File: src/rtl/conv_pkg.sv
package conv_pkg;

    localparam int unsigned CONSTR_LEN_DEF = 3;
    localparam int unsigned CODED_BITS_DEF = 2;

    // One encoder step as seen by the serializer.
    typedef struct packed {
        logic data;      // bit shifted into the window
        logic frame_end; // step is the final tail step
    } step_req_t;

    function automatic logic tap_parity(input logic [31:0] win, input logic [31:0] taps);
        logic acc;
        acc = 1'b0;
        for (int s = 0; s < 32; s++) begin
            acc = acc ^ (win[s] & taps[s]);
        end
        return acc;
    endfunction

endpackage

File: src/rtl/conv_state.sv
module conv_state #(
    parameter int K = 3
) (
    input  logic         clk,
    input  logic         rst,
    input  logic         step,
    input  logic         step_bit,
    input  logic         arm_tail,
    output logic [K-1:0] window,
    output logic [K-2:0] mem,
    output logic         tail_pending,
    output logic         tail_final
);
    localparam int TW = $clog2(K) + 1;

    logic [TW-1:0] tail_cnt;

    // window[K-1] is the newest stage, window[0] the oldest
    assign window       = {step_bit, mem};
    assign tail_pending = (tail_cnt != '0);
    assign tail_final   = (tail_cnt == TW'(1));

    always_ff @(posedge clk) begin
        if (rst) begin
            mem      <= '0;
            tail_cnt <= '0;
        end else if (step) begin
            mem <= window[K-1:1];
            if (arm_tail) begin
                tail_cnt <= TW'(K - 1);
            end else if (tail_pending) begin
                tail_cnt <= tail_cnt - TW'(1);
            end
        end
    end


    mem_hold_chk: assert property (@(posedge clk) disable iff (rst)
        !step |=> $stable(mem));

endmodule

File: src/rtl/conv_adders.sv
module conv_adders #(
    parameter int K = 3,
    parameter int NOUT = 2,
    parameter logic [NOUT*K-1:0] GENS = 6'b101_111
) (
    input  logic [K-1:0]    window,
    output logic [NOUT-1:0] word
);
    import conv_pkg::*;

    for (genvar j = 0; j < NOUT; j++) begin : g_tree
        // one modulo-2 adder tree per generator
        assign word[j] = tap_parity(32'(window), 32'(GENS[j*K +: K]));
    end

endmodule

File: src/rtl/conv_serial.sv
module conv_serial #(
    parameter int NOUT = 2
) (
    input  logic            clk,
    input  logic            rst,
    input  logic            load,
    input  logic [NOUT-1:0] word_in,
    input  logic            eof_in,
    input  logic            out_ready,
    output logic            out_valid,
    output logic            out_bit,
    output logic            out_eof,
    output logic            free
);
    localparam int IW = (NOUT > 1) ? $clog2(NOUT) : 1;
    localparam logic [IW-1:0] LAST_IDX = IW'(NOUT - 1);

    logic [NOUT-1:0] word_q;
    logic [IW-1:0]   idx_q;
    logic            eof_q;
    logic            vld_q;

    assign out_valid = vld_q;
    assign out_bit   = word_q[idx_q];
    assign out_eof   = vld_q && eof_q && (idx_q == LAST_IDX);
    assign free      = !vld_q || ((idx_q == LAST_IDX) && out_ready);

    always_ff @(posedge clk) begin
        if (rst) begin
            word_q <= '0;
            idx_q  <= '0;
            eof_q  <= 1'b0;
            vld_q  <= 1'b0;
        end else if (load) begin
            word_q <= word_in;
            eof_q  <= eof_in;
            idx_q  <= '0;
            vld_q  <= 1'b1;
        end else if (vld_q && out_ready) begin
            if (idx_q == LAST_IDX) begin
                vld_q <= 1'b0;
            end else begin
                idx_q <= idx_q + IW'(1);
            end
        end
    end


    stall_hold_chk: assert property (@(posedge clk) disable iff (rst)
        (out_valid && !out_ready) |=> (out_valid && $stable(out_bit)));


    reset_clear_chk: assert property (@(posedge clk)
        rst |=> !out_valid);

endmodule

File: src/rtl/conv_tail_encoder.sv
module conv_tail_encoder #(
    parameter int K = conv_pkg::CONSTR_LEN_DEF,
    parameter int NOUT = conv_pkg::CODED_BITS_DEF,
    parameter logic [NOUT*K-1:0] GENS = 6'b101_111
) (
    input  logic clk,
    input  logic rst,
    input  logic in_valid,
    input  logic in_bit,
    input  logic in_last,
    output logic in_ready,
    output logic out_valid,
    output logic out_bit,
    output logic out_eof,
    input  logic out_ready
);
    import conv_pkg::*;

    logic            ser_free;
    logic            tail_pending;
    logic            tail_final;
    logic            step_fire;
    logic            arm_tail;
    step_req_t       req;
    logic [K-1:0]    window;
    logic [K-2:0]    mem;
    logic [NOUT-1:0] word;

    assign in_ready      = ser_free && !tail_pending;
    assign step_fire     = ser_free && (tail_pending || in_valid);
    assign arm_tail      = in_ready && in_valid && in_last;
    assign req.data      = tail_pending ? 1'b0 : in_bit;
    assign req.frame_end = tail_pending && tail_final;

    conv_state #(.K(K)) u_state (
        .clk          (clk),
        .rst          (rst),
        .step         (step_fire),
        .step_bit     (req.data),
        .arm_tail     (arm_tail),
        .window       (window),
        .mem          (mem),
        .tail_pending (tail_pending),
        .tail_final   (tail_final)
    );

    conv_adders #(.K(K), .NOUT(NOUT), .GENS(GENS)) u_adders (
        .window (window),
        .word   (word)
    );

    conv_serial #(.NOUT(NOUT)) u_serial (
        .clk       (clk),
        .rst       (rst),
        .load      (step_fire),
        .word_in   (word),
        .eof_in    (req.frame_end),
        .out_ready (out_ready),
        .out_valid (out_valid),
        .out_bit   (out_bit),
        .out_eof   (out_eof),
        .free      (ser_free)
    );


    tail_blocks_input_chk: assert property (@(posedge clk) disable iff (rst)
        tail_pending |-> !in_ready);


    eof_state_zero_chk: assert property (@(posedge clk) disable iff (rst)
        out_eof |-> (mem == '0));


    tail_arm_chk: assert property (@(posedge clk) disable iff (rst)
        (in_valid && in_ready && in_last) |=> tail_pending);

endmodule

File: config.mk
export PLATFORM = sky130hd
export DESIGN_NAME = conv_tail_encoder
export DESIGN_NICKNAME = d
export VERILOG_FILES = /design/src/rtl/conv_pkg.sv /design/src/rtl/conv_state.sv /design/src/rtl/conv_adders.sv /design/src/rtl/conv_serial.sv /design/src/rtl/conv_tail_encoder.sv
export SDC_FILE = /design/constraint.sdc
export NUM_CORES = 1
export LEC_CHECK = 0
export BUFFER_PORTS_ARGS = -buffer_cell sky130_fd_sc_hd__buf_2
export CORE_AREA = 2 2 39 41
export DETAILED_ROUTE_END_ITERATION = 7
export DIE_AREA = 0 0 41 43
export PLACE_DENSITY = 0.62
export SETUP_SLACK_MARGIN = 0.02
export SYNTH_ARGS = -nofsm -noshare
export SYNTH_HDL_FRONTEND = slang
export SYNTH_HIERARCHICAL = 1
export SYNTH_SLANG_ARGS = --single-unit
export TNS_END_PERCENT = 100
File: constraint.sdc
create_clock -name clk -period 2 [get_ports clk]
set_input_delay 0.4 -clock clk [delete_from_list [all_inputs] [get_ports clk]]
set_output_delay 0.4 -clock clk [all_outputs]
set_load 0.005 [all_outputs]
=== Word-level counts from Yosys, hierarchy flattened ===
Cells that the tools add are included.

* Register bits after elaboration: 10
* Input port bits: 6
* Output and inout port bits: 4
* Logic and storage cells: 42

* Add/sub/neg operators: 2
* $lt $le $gt $ge: 1
* Equal/unequal tests: 1
* Mux-type cells: 9
* Bitwise gates (word level): 3
* Reduce and logical (&&, ||, !) cells: 20

{| class="wikitable"
|+ Operator list
! kind !! count
|-
| $logic_and 1x1->1 || 9
|-
| $mux 1 || 7
|-
| $mux 3 || 2
|-
| $reduce_bool 2->1 || 3
|-
| $reduce_and 2->1 || 2
|-
| $eq 3x1->1 const B || 1
|-
| $reduce_bool 3->1 || 1
|-
| $sub 3x1->3 const B || 1
|-
| $xor 1x1->1 || 3
|-
| $logic_not 1->1 || 2
|-
| $logic_or 1x1->1 || 2
|-
| $lt 1x2->1 const B || 1
|-
| $reduce_or 2->1 || 1
|-
| $add 1x1->1 const B || 1
|}

=== Longest topological paths before layout ===
* Depth after elaboration: 7
* Depth in mapped cells: 8
* Depth with buffers taken out: 7

=== By module ===
The synthesis kept the hierarchy.

{| class="wikitable"
|+ By module, submodules not included
! module !! instances !! cells an instance !! area each (um^2) !! sequential area each (um^2)
|-
| conv_state || 1 || 30 || 292.8 || 100.1
|-
| conv_serial || 1 || 19 || 206.4 || 100.1
|-
| conv_tail_encoder || 1 || 5 || 42.5 || 0.0
|-
| conv_adders || 1 || 2 || 32.5 || 0.0
|}

=== Worst setup path after synthesis ===
OpenSTA, ideal clock, no wires.

* Path type: register to register
* From: reg u_state.tail_cnt[0]
* To: reg u_serial.word_q[0]
* Library setup time: 0.114 ns
* Data arrival time: 1.575 ns
* Data required time: 1.886 ns
* Path slack: 0.311 ns
* Stages on the path, launching flop included: 9
* Buffers on the path: 1
* Clock period less this slack: 1.689 ns
* Path through: dfxtp_1 inv_1 ha_1 nand2b_4 and2b_2 buf_4 xor3_1 mux2i_1 nor2_1

{| class="wikitable"
|+ RTL lines
! what !! line !! RTL
|-
| from (decl) || conv_state.sv:16 || <nowiki>logic [TW-1:0] tail_cnt;</nowiki>
|-
| from (signal assigned) || conv_state.sv:30 || <nowiki>tail_cnt <= TW'(K - 1);</nowiki>
|-
| from (signal assigned) || conv_state.sv:32 || <nowiki>tail_cnt <= tail_cnt - TW'(1);</nowiki>
|-
| to (signal assigned) || conv_serial.sv:35 || <nowiki>word_q <= word_in;</nowiki>
|-
| to (decl) || conv_serial.sv:18 || <nowiki>logic [NOUT-1:0] word_q;</nowiki>
|}

=== Worst setup path after layout ===
* From: reg u_state.tail_cnt[0]
* To: out in_ready

* Cells in the longest elaborated chain, start to end: 3

{| class="wikitable"
|+ Ends and longest elaborated chain
! what !! line !! RTL
|-
| $reduce_bool 3->1 || conv_state.sv:20 || <nowiki>assign tail_pending = (tail_cnt != '0);</nowiki>
|-
| net tail_pending || conv_tail_encoder.sv:20 || <nowiki>logic tail_pending;</nowiki>
|-
| $logic_not 1->1 || conv_tail_encoder.sv:29 || <nowiki>assign in_ready = ser_free && !tail_pending;</nowiki>
|-
| $logic_and 1x1->1 || conv_tail_encoder.sv:29 ||
|-
| to (decl) || conv_tail_encoder.sv:11 || <nowiki>output logic in_ready,</nowiki>
|}

The timed path passes the listed nets, and every way through them passes these cells.

==> results.yml <==
flow_run:
  maxCapViolCount: 0
timing:
  setup_ws_ns: 0.196
  setup-violations-final: 0
  skew_ns: 0.000365
  fin_crit_ns: 1.80
  finalCritPeriodShare_pct: 90.2
  final-hold-violation-count: 0
  worstMarginPinSlew_ns: 0.243
  tns_ns: 0
  fmax_mhz: 554
  rsz0062_at_grt: "false"
  max_slew_margin_pct: 83.7
  final-max-slew-violation-count: 0
setup_path:
  worstSetupStartpointType: "register"
  critPathMaxFanout: 8
  cp.required_ns: 1.60
  endpoint_kind: "primary output"
  crit_path_start: "u_state/tail_cnt[0]"
  arrival_ns: 1.40
  critical_path_class: "reg2out"
  crit-reg2reg-launch: "u_state/tail_cnt[0]"
grt:
  grt-ovfl-total: 0
  antenna_found_initial: 0
  grt_pass1_vias: 394
  grt_max_degree: 12
  grt.total_usage_pct: 12.7
  grt_pass1_wl_mm: 1.49
drt:
  drt-total-wl_um: 946
  routed_via_density: 4.78
  drtAntennaViolNets: 0
  drc: 0
  wl_per_cell_um: 11.5
  drtIter0Drc: 5
  vias: 392
  drt_first_pass_iters: 5
clock_network:
  htreeDepth: 1
  root_buffer: "clkbuf_4"
  max-clock-path-buffers: 2
  clkTransAtPathRegs_ns: 0.07
  clk_latency_ns: 0.26
  cts_tree: "done"
  cts-resized-gates: 0
  cts.sinks: 10
  cts_buffers: 3
  postCtsHoldBufs: 0
  post_cts_buffers: 0
placed_design:
  gp_congestion: 0.778
  dpl_worst_slack_ns: 0.295
  dp_hpwl_um: 726
  io_buffers: 9
logic_synthesis:
  synth_compound_area_share_pct: 14.6
  synthCells: 56
  mappedNetlistArea_um2: 574
  avgSynthCellArea_um2: 10.3
  yosysSeqAreaShare_pct: 34.9
  yosys.area_share.adder_pct: 6.54
  ys_seq_elements: 10
  synth_simple_gate_area_share_pct: 20.5
  yosys_warnings: 6
  synthMuxAreaShare_pct: 10.7
  synth_nets: 65
  synth_xor_area_share_pct: 5.66
  synth_cell_types: 25
  synth_top_family_by_area: "simple AND/OR/NAND/NOR gates"
die:
  core_um2: 1380
  dieArea_um2: 1760
  die_y_um: 43
  rows: 14
  start_util_pct: 41.5
  fp.dieW_um: 41
  io_pins: 10
layout:
  layout_common_cells: "dfxtp_1 (10), buf_2 (9), nor2_1 (9), mux2i_1 (5)"
  nNetsFinal: 76
  drive_gt1_share_pct: 37.9
  diodes: 0
  area_delta_synth_final_pct: 13.7
  final_common_cell: "dfxtp_1"
  n_fill_cell: 140
power:
  powerDensity_nw_per_um2: 1640
  p_leak_nw: 0.302
  ir_drop_uv: 639
  power_w: 0.00107
min_path:
  hp-start: "rst"
  hold_class: "in2reg"
run_status:
  status: "finished clean"
## critical path, cell delays in order (launching register included)
cell      delay (ns)
dfxtp_1         0.36
inv_1           0.09
ha_1            0.24
nand2b_4        0.12
and2b_2         0.21
buf_2           0.12
## layout make-up
class | count | area, µm² | share of cell area (%)
multi-input combinational | 39 | 333 | 51.0
inverter | 3 | 11.3 | 1.72
sequential | 10 | 200 | 30.7
tap | 16 | 20.0 | 3.07
clock buffer | 4 | 36.3 | 5.56
timing repair buffer | 10 | 52.6 | 8.05
## final timing paths
path,endpoint,slack [ns],depth (start not counted)
setup reg to reg,u_serial/word_q[0],0.27,7
hold reg to reg,u_serial/word_q[0],0.50,2
setup / recovery,in_ready,0.20,5
hold / removal,u_serial/out_valid,0.43,2
## cells in the mapped netlist (all sizes together)
master	number	area share, %
and3	1	1.3
a32o	1	1.7
a21oi	3	3.9
mux2i	5	8.7
a31o	1	1.5
a32oi	1	1.5
buf	4	5.2
dfxtp	10	35
nor2b	1	2.4
and2	1	1.3
o21ai	2	1.7
inv	3	2.0
nor2	9	5.9
ha	3	6.5
o21a	1	1.3
a21bo	1	2.8
xor3	1	4.1
and4b	1	1.7
mux2	1	2.0
nand2b	1	2.4
and2b	3	4.6
nor3	1	0.87
xor2	1	1.5
## registers in the layout, summed over array words and instances (netlist names)
| name | flops |
|---|---|
| u_serial/out_valid | 1 |
| u_serial/word_q | 2 |
| u_state/tail_cnt | 3 |
| u_serial/eof_q | 1 |
| u_serial/idx_q | 1 |
| u_state/mem | 2 |
## where the power goes
part	total [W]	internal [W]	switching (W)
registers	0.000306	0.000264	0.0000417
logic	0.000588	0.000313	0.000275
clock network	0.000179	0.000110	0.0000687
total	0.00107	0.000687	0.000386
## per-stage QoR
step | cell area [µm²] | cells | utilization [%] | hold WS, ns
6_report | 653 | 82 | 47.2 | 0.433
5_1_grt | 653 | 82 | 47.2 | 0.439
4_1_cts | 653 | 82 | 47.2 | 0.428
3_5_place_dp | 617 | 78 | 44.6 | 0.479
3_3_place_gp | 617 | 78 | 44.6 | 0.475
2_1_floorplan | 574 | 56 | - | 0.451
## logic make-up after synthesis
family,Yosys count
multiplexers,6
AO/OA/AOI/OAI,10
adder cells (fa/ha/maj),3
flip-flops,10
buffers and inverters,7
XOR/XNOR,2
AND/OR/NAND/NOR,18
## metal layers
| layer | wire length [µm] | GRT usage [%] |
|---|---|---|
| met3 | 47 | 4.71 |
| met1 | 487 | 14.4 |
| met5 | 0 | 0 |
| met2 | 411 | 20.0 |
| met4 | 0 | 6.00 |
No activity file was read; power rests on OpenSTA's default activity.
